$ cat src/rtl/waitgen_pkg.sv
package waitgen_pkg;
  localparam int ADDR_W  = 16;
  localparam int FIELD_W = 4;
  localparam int QUADS   = 4;
  localparam int AWAIT_W = 2;
  localparam int QSEL_W  = $clog2(QUADS);
  localparam int REG_W   = FIELD_W * QUADS;

  typedef enum logic [1:0] {
    SEL_MEM  = 2'd0,
    SEL_IO   = 2'd1,
    SEL_CTL  = 2'd2,
    SEL_NONE = 2'd3
  } regsel_e;

  typedef struct packed {
    logic addrLoad;
    logic addrStep;
    logic dataLoad;
    logic dataStep;
  } wg_ctl_t;
endpackage

$ cat src/rtl/waitgen_ctrl.sv
module waitgen_ctrl
  import waitgen_pkg::*;
(
  input  logic    clk,
  input  logic    rstN,
  input  logic    addrStrobe,
  input  logic    dataStrobe,
  output wg_ctl_t ctl
);
  logic asPrev;

  always_ff @(posedge clk or negedge rstN) begin
    if (!rstN) asPrev <= 1'b0;
    else       asPrev <= addrStrobe;
  end

  always_comb begin
    ctl.addrLoad = !addrStrobe;
    ctl.addrStep = addrStrobe;
    ctl.dataLoad = asPrev && !addrStrobe;
    ctl.dataStep = dataStrobe && !(asPrev && !addrStrobe);
  end

  AST_LOAD_SINGLE: assert property (@(posedge clk) disable iff (!rstN)
    ctl.dataLoad |=> !ctl.dataLoad);
endmodule

$ cat src/rtl/waitgen_dp.sv
module waitgen_dp
  import waitgen_pkg::*;
#(
  parameter int P_ADDR_W  = ADDR_W,
  parameter int P_FIELD_W = FIELD_W,
  parameter int P_QUADS   = QUADS,
  parameter int P_AWAIT_W = AWAIT_W
) (
  input  logic                 clk,
  input  logic                 rstN,
  input  wg_ctl_t              ctl,
  input  logic                 addrStrobe,
  input  logic                 dataStrobe,
  input  logic [P_ADDR_W-1:0]  busAddr,
  input  logic                 busIsMem,
  input  logic                 regWrEn,
  input  logic [1:0]           regSel,
  input  logic [P_FIELD_W*P_QUADS-1:0] regWrData,
  input  logic                 forceNotReady,
  input  logic                 longEn,
  input  logic                 msTick,
  output logic                 addrReady,
  output logic                 dataReady
);
  localparam int LQSEL = $clog2(P_QUADS);
  localparam int LREG  = P_FIELD_W * P_QUADS;

  logic [LREG-1:0]      memWaits, ioWaits;
  logic [P_AWAIT_W-1:0] addrWaits;
  logic                 ioExtend;
  logic [P_FIELD_W-1:0] memField [P_QUADS];
  logic [P_FIELD_W-1:0] ioField  [P_QUADS];
  logic [LQSEL-1:0]     quad;
  logic [P_FIELD_W-1:0] selField;
  logic                 useLong;
  logic [P_AWAIT_W-1:0] aCnt;
  logic [P_FIELD_W-1:0] dCnt;
  logic                 longMode;

  always_ff @(posedge clk or negedge rstN) begin
    if (!rstN) begin
      memWaits  <= '1;
      ioWaits   <= '1;
      addrWaits <= '1;
      ioExtend  <= 1'b0;
    end else if (regWrEn) begin
      case (regsel_e'(regSel))
        SEL_MEM: memWaits <= regWrData;
        SEL_IO:  ioWaits  <= regWrData;
        SEL_CTL: begin
          addrWaits <= regWrData[P_AWAIT_W-1:0];
          ioExtend  <= regWrData[P_AWAIT_W];
        end
        default: ;
      endcase
    end
  end

  for (genvar q = 0; q < P_QUADS; q++) begin : g_fields
    assign memField[q] = memWaits[q*P_FIELD_W +: P_FIELD_W];
    if (q == 0) begin : g_base
      assign ioField[q] = ioWaits[q*P_FIELD_W +: P_FIELD_W];
    end else begin : g_upper
      assign ioField[q] = ioExtend ? ioWaits[q*P_FIELD_W +: P_FIELD_W] : '0;
    end
  end

  assign quad     = busAddr[P_ADDR_W-1 -: LQSEL];
  assign selField = busIsMem ? memField[quad] : ioField[quad];
  assign useLong  = longEn && busIsMem && (quad == '0);

  always_ff @(posedge clk or negedge rstN) begin
    if (!rstN) begin
      aCnt <= '1;
    end else if (ctl.addrLoad) begin
      aCnt <= addrWaits;
    end else if (ctl.addrStep && aCnt != '0) begin
      aCnt <= aCnt - 1'b1;
    end
  end

  always_ff @(posedge clk or negedge rstN) begin
    if (!rstN) begin
      dCnt     <= '0;
      longMode <= 1'b0;
    end else if (ctl.dataLoad) begin
      dCnt     <= selField;
      longMode <= useLong;
    end else if (ctl.dataStep && dCnt != '0 && (!longMode || msTick)) begin
      dCnt <= dCnt - 1'b1;
    end
  end

  assign addrReady = addrStrobe && (aCnt == '0);
  assign dataReady = (dCnt == '0) && !forceNotReady;

  AST_ADDR_RELOAD: assert property (@(posedge clk) disable iff (!rstN)
    !addrStrobe |=> aCnt == $past(addrWaits));

  AST_DATA_HOLD: assert property (@(posedge clk) disable iff (!rstN)
    (!dataStrobe && !ctl.dataLoad) |=> $stable(dCnt));

  AST_DATA_STEP: assert property (@(posedge clk) disable iff (!rstN)
    (dataStrobe && !ctl.dataLoad && !longMode && dCnt != '0)
      |=> dCnt == P_FIELD_W'($past(dCnt) - 1'b1));

  AST_LONG_WAIT: assert property (@(posedge clk) disable iff (!rstN)
    (longMode && !msTick && !ctl.dataLoad) |=> $stable(dCnt));

  AST_NO_UNDERFLOW: assert property (@(posedge clk) disable iff (!rstN)
    ($past(dCnt) == '0 && !$past(ctl.dataLoad)) |-> dCnt == '0);
endmodule

$ cat src/rtl/waitgen_top.sv
module waitgen_top
  import waitgen_pkg::*;
(
  input  logic        clk,
  input  logic        rstN,
  input  logic        addrStrobe,
  input  logic        dataStrobe,
  input  logic [15:0] busAddr,
  input  logic        busIsMem,
  input  logic        regWrEn,
  input  logic [1:0]  regSel,
  input  logic [15:0] regWrData,
  input  logic        forceNotReady,
  input  logic        longEn,
  input  logic        msTick,
  output logic        addrReady,
  output logic        dataReady
);
  wg_ctl_t ctl;

  waitgen_ctrl u_ctrl (
    .clk        (clk),
    .rstN       (rstN),
    .addrStrobe (addrStrobe),
    .dataStrobe (dataStrobe),
    .ctl        (ctl)
  );

  waitgen_dp u_dp (
    .clk           (clk),
    .rstN          (rstN),
    .ctl           (ctl),
    .addrStrobe    (addrStrobe),
    .dataStrobe    (dataStrobe),
    .busAddr       (busAddr),
    .busIsMem      (busIsMem),
    .regWrEn       (regWrEn),
    .regSel        (regSel),
    .regWrData     (regWrData),
    .forceNotReady (forceNotReady),
    .longEn        (longEn),
    .msTick        (msTick),
    .addrReady     (addrReady),
    .dataReady     (dataReady)
  );

  AST_FORCE_LOW: assert property (@(posedge clk) disable iff (!rstN)
    (forceNotReady && !$past(forceNotReady)) |-> !dataReady);
endmodule

$ cat config.mk
export PLATFORM = sky130hd
export DESIGN_NAME = waitgen_top
export DESIGN_NICKNAME = d
export VERILOG_FILES = /design/src/rtl/waitgen_pkg.sv /design/src/rtl/waitgen_ctrl.sv /design/src/rtl/waitgen_dp.sv /design/src/rtl/waitgen_top.sv
export SDC_FILE = /design/constraint.sdc
export NUM_CORES = 1
export LEC_CHECK = 0
export BUFFER_PORTS_ARGS = -buffer_cell sky130_fd_sc_hd__buf_2
export CAP_MARGIN = 5
export CORE_UTILIZATION = 45
export DETAILED_ROUTE_END_ITERATION = 7
export GPL_ROUTABILITY_DRIVEN = 0
export PLACE_DENSITY_LB_ADDON = 0.1
export SETUP_SLACK_MARGIN = 0.02
export SLEW_MARGIN = 0
export SYNTH_ARGS = -nofsm -noshare
export SYNTH_HDL_FRONTEND = slang
export SYNTH_SLANG_ARGS = --single-unit
$ cat constraint.sdc
create_clock -name clk -period 2.25 [get_ports clk]
set_clock_uncertainty 0.15 [all_clocks]
set_input_delay 0.675 -clock clk [delete_from_list [all_inputs] [get_ports clk]]
set_output_delay 0.675 -clock clk [all_outputs]
set_load 0.03 [all_outputs]
**Yosys cells after proc, flatten, opt, wreduce, memory -nomap -nowiden**

Cells that the tools add are included.

- Add/subtract/negate cells: 2
- $lt $le $gt $ge: 1
- Equality and inequality tests: 3
- Muxes and demuxes: 14
- Bitwise operators: 1
- Reductions and logical operators: 24

Operators with widths:

| kind | count |
|---|---|
| $mux W4 | 10 |
| $bmux W4 S2 | 2 |
| $logic_and A1 B1 Y1 | 9 |
| $logic_not A2 Y1 | 3 |
| $reduce_and A2 Y1 | 3 |
| $logic_not A1 Y1 | 4 |
| $logic_not A4 Y1 | 1 |
| $mux W2 | 2 |
| $reduce_bool A2 Y1 | 2 |
| $reduce_bool A4 Y1 | 1 |
| $sub A4 B1 Y4 const B | 1 |
| $ge A3 B3 Y1 const B | 1 |
| $not A2 Y3 | 1 |
| $eq A2 B1 Y1 const B | 1 |
| $eq A2 B2 Y1 const B | 1 |
| $ne A2 B1 Y1 const B | 1 |
| $sub A2 B1 Y2 const B | 1 |
| $logic_or A1 B1 Y1 | 1 |

- Register bits: 43
- Bits of input ports: 43
- Output and inout port bits: 2
- Word-level logic and storage cells: 53

**Depth between registers and ports, before layout**

- Word-level depth: 8
- Mapped depth: 6

**By module**

Synthesis repeated with hierarchy kept, for this count alone.

- Cell total of the unflattened synthesis: 166
- Area, all modules: 2139.6 µm²

Modules (own cells, without submodules):

| module | instances | cells an instance | area an instance (µm²) | sequential area each (µm²) |
|---|---|---|---|---|
| waitgen_dp | 1 | 161 | 2080.7 | 1096.1 |
| waitgen_ctrl | 1 | 5 | 58.8 | 25.0 |

**Least setup slack after synthesis**

OpenSTA, ideal clock, no wires.

- Kind: reg-to-output
- Start: register u_dp.dCnt[0]
- End: output port dataReady
- Arrival time: 1388 ps
- Setup slack: 37 ps
- Stages on the path, launching flop included: 5
- Path buffers: 0
- Cells stage by stage: dfrtp_1 inv_1 ha_1 or3b_4 nor2_1

- Cells in the longest elaborated chain, start to end: 2

Ends and longest elaborated chain:

| element | line | source |
|---|---|---|
| from (decl) | waitgen_dp.sv:37 | `logic [P_FIELD_W-1:0] dCnt;` |
| from (signal assigned) | waitgen_dp.sv:87 | `dCnt <= selField;` |
| from (signal assigned) | waitgen_dp.sv:90 | `dCnt <= dCnt - 1'b1;` |
| $logic_not A4 Y1 | waitgen_dp.sv:95 | `assign dataReady = (dCnt == '0) && !forceNotReady;` |
| $logic_and A1 B1 Y1 | waitgen_dp.sv:95 |  |
| to (decl) | waitgen_top.sv:17 | `output logic dataReady` |

No other way between the ends.

**Final worst setup path**

Same ends and word-level chain as after synthesis.

==> impl_results.md <==
* Post-Syn Instances at 158
* Status: finished with violations
* CP Data Required Time at 1.42 ns
* Detailed Route WL at 4050 um
* Fraction of layout cells with a size suffix above 1 at 63.8%
* Tmin final at 2.37 ns
* Synth Area in Adders at 1.19%
* P&R area growth vs syn at 17.2%
* CP Data Arrival Time at 1.54 ns
* Most frequent cells in the layout: mux2_2 (37), dfstp_2 (36), buf_2 (28), mux2i_1 (13), buf_4 (10)
* DR WL/cell at 16.1 um
* Largest family of logic cells by synthesized area: multiplexers
* Fmax at 422 MHz
* Most used DFF post-synth: dfstp_2
* CTS tree: built
* Ports at 45
* Setup-failing EPs final at 1
* Synthesized area per cell at 13.4 sq um
* Final Cycle Share at 105%
* Pwr Density at 921 mW/mm^2
* Die ar. at 0.00497 sq mm
* Cts bufs inserted at 5
* Chip width at 70.5 um
* Fraction of registers with async set or reset after synthesis at 100%
* Fill cells at 398
* Post-route ant nets at 0
* Hpwl dp at 2940 um
* Overall Power at 2.28 mW
* Synth Area in Compound Gates at 6.52%
* RSZ-0062 raised after global routing: true
* Syn. warnings at 0
* Tot GR Track Use at 18.6%
* Sink Count at 43
* IO Port Bufs at 30
* Peak VDD IR at 0.504 mV
* Vias in the first global route at 1484
* Commonest non-fill, non-tap cell in the layout: mux2_2
* Crit. End Element: output pin
* Clock latency on the worst-skew pair at 0.29 ns
* Via Count at 1364
* Min-delay worst type: register to register
* Synth Area in XOR/XNOR at 1.66%
* Overflow after GRT at 0
* Worst setup SP type: register
* Hold Vio Cnt, Final at 0
* Post-synth EDFFs at 0
* Multiplexer share of the synthesized area at 25.9%
* Post-Synth Simple-Gate Area at 8.18%
* Reg clk slew, reported paths at 0.07 ns
* Kind of critical path: register to output pin
* Post-synthesis sequential area ratio at 53.1%
* Slew @ Worst Pin at 0.510 ns
* DR pass1 iterations at 6
* Yosys cell types at 35
* Largest net degree at the start of global routing at 23
* Lkg Pwr at 1.05 nW
* Die height at 70.5 um
* Root buf cell: clkbuf_8
* Remaining DRCs at 6
* First-pass GRT wire length at 7040 um
* Mapped Area at 0.00211 sq mm
* Core area at 0.00444 sq mm
* Rows at 24
* ANT cells at 0
* Iteration-0 DRC Markers at 80
* Slew margin rel. at 66.0%
* Initial Utilization at 47.5%
* Post-synthesis register bit count at 43
* Crit-path max FO at 2
* Slew Viols, Final at 0
* Final worst slack at -0.119 ns
* Htree depth at 2
* Layout net count at 243
* Hold buffers post-CTS at 0
* Deepest clock path buffer count at 2
* Syn nets at 203
* Antenna violations before repair at 0
* Failing checks: DRC, setup timing
* Maxcap violations at 0
* Hold slack at 0.348 ns
* Drt via density at 5.43
## state kept, by name, indices dropped and copies added, names as in the netlist
signal          cells
u_ctrl.asPrev       1
u_dp.memWaits      16
u_dp.aCnt           2
u_dp.ioExtend       1
u_dp.dCnt           4
u_dp.ioWaits       16
u_dp.addrWaits      2
u_dp.longMode       1
## metrics by stage
step                      std cells  area [sq um]  worst slack (ns)  TNS [ns]  util [%]
after detailed placement        237          2310             0.122         0      52.0
after global placement          237          2310             0.155         0      52.0
after floorplan                 158          2110            0.0369         0         -
after global routing            251          2470            -0.177    -0.177      55.7
final                           251          2470            -0.119    -0.119      55.7
after CTS                       245          2410            -0.174    -0.174      54.2
## power breakdown
group / switching, mW / leakage [nW] / internal [mW]
Clock: 0.261 / 0.0445 / 0.217
Sequential: 0.106 / 0.463 / 1.05
Combinational: 0.277 / 0.547 / 0.372
Total: 0.644 / 1.05 / 1.63
## kinds of logic after synthesis
logic type	count (synthesis)
compound gates	20
xor+xnor	4
fa+ha+maj	2
buf+inv	12
flops	43
mux	50
simple gates	27
## timing repair
| item | 4_1_cts | 5_1_grt |
|---|---|---|
| endpoints found under the setup margin | 2 | 2 |
| setup buffers | 0 | 6 |
| endpoints found under the hold margin | 0 | 0 |
| resized for setup | 5 | 3 |
| pin swaps | 0 | 1 |
## metal layers
metal | GRT usage (%) | routed length [um] | vias to the layer above | part of all wire [%]
met5 | 0 | 0 | - | 0
met4 | 7.48 | 78 | 0 | 1.9
met3 | 3.90 | 141 | 8 | 3.5
met2 | 31.2 | 2010 | 28 | 50
met1 | 23.4 | 1820 | 670 | 45
li1 | - | - | 658 | -
## cell usage after synthesis (2+ instances only)
| master | count | share of area, % |
|---|---|---|
| a21oi_1 | 6 | 1.4 |
| nand3_1 | 2 | 0.47 |
| mux2_2 | 37 | 20 |
| nand3b_1 | 3 | 1.1 |
| nand2_1 | 4 | 0.71 |
| a221oi_1 | 3 | 1.2 |
| ha_1 | 2 | 1.2 |
| mux2i_1 | 13 | 6.2 |
| nand2b_1 | 4 | 1.2 |
| nor2_1 | 3 | 0.53 |
| dfstp_2 | 36 | 45 |
| a21boi_0 | 2 | 0.71 |
| buf_6 | 2 | 1.1 |
| inv_1 | 6 | 1.1 |
| o21ai_0 | 2 | 0.47 |
| dfrtp_1 | 7 | 8.3 |
| buf_4 | 3 | 1.1 |
| and2_1 | 2 | 0.59 |
| nor3_1 | 2 | 0.47 |
| nand4_1 | 2 | 0.59 |
| xnor2_1 | 3 | 1.2 |
## worst max-delay path: stages, from the launching register on
cell     delay (ns)
dfrtp_1        0.39
inv_2          0.08
ha_4           0.13
or3b_4         0.37
nor2_1         0.12
buf_4          0.17
## path summary, 6_finish.rpt
path                          startpoint                end  slack (ns)  cells past startpoint
min in group asynchronous           rstN  u_dp.addrWaits[0]        0.52                      1
max                         u_dp.dCnt[0]          dataReady       -0.12                      5
max reg2reg                 u_dp.dCnt[0]       u_dp.dCnt[1]        0.18                      8
max in group asynchronous           rstN  u_dp.memWaits[10]        1.18                      2
min                        u_dp.longMode      u_dp.longMode        0.35                      2
min reg2reg                u_dp.longMode      u_dp.longMode        0.35                      2
## final cells by class
cell class                 instances  area, sq um  area share, %
sequential                        43         1120           45.3
multi-input combinational        103          942           38.1
timing repair buffer              39          235           9.51
clock buffer                       5         68.8           2.78
tap                               52         65.1           2.63
inverter                           6         22.5          0.910
clock inverter                     3         18.8          0.759
Power figures use the tool's default switching activity.
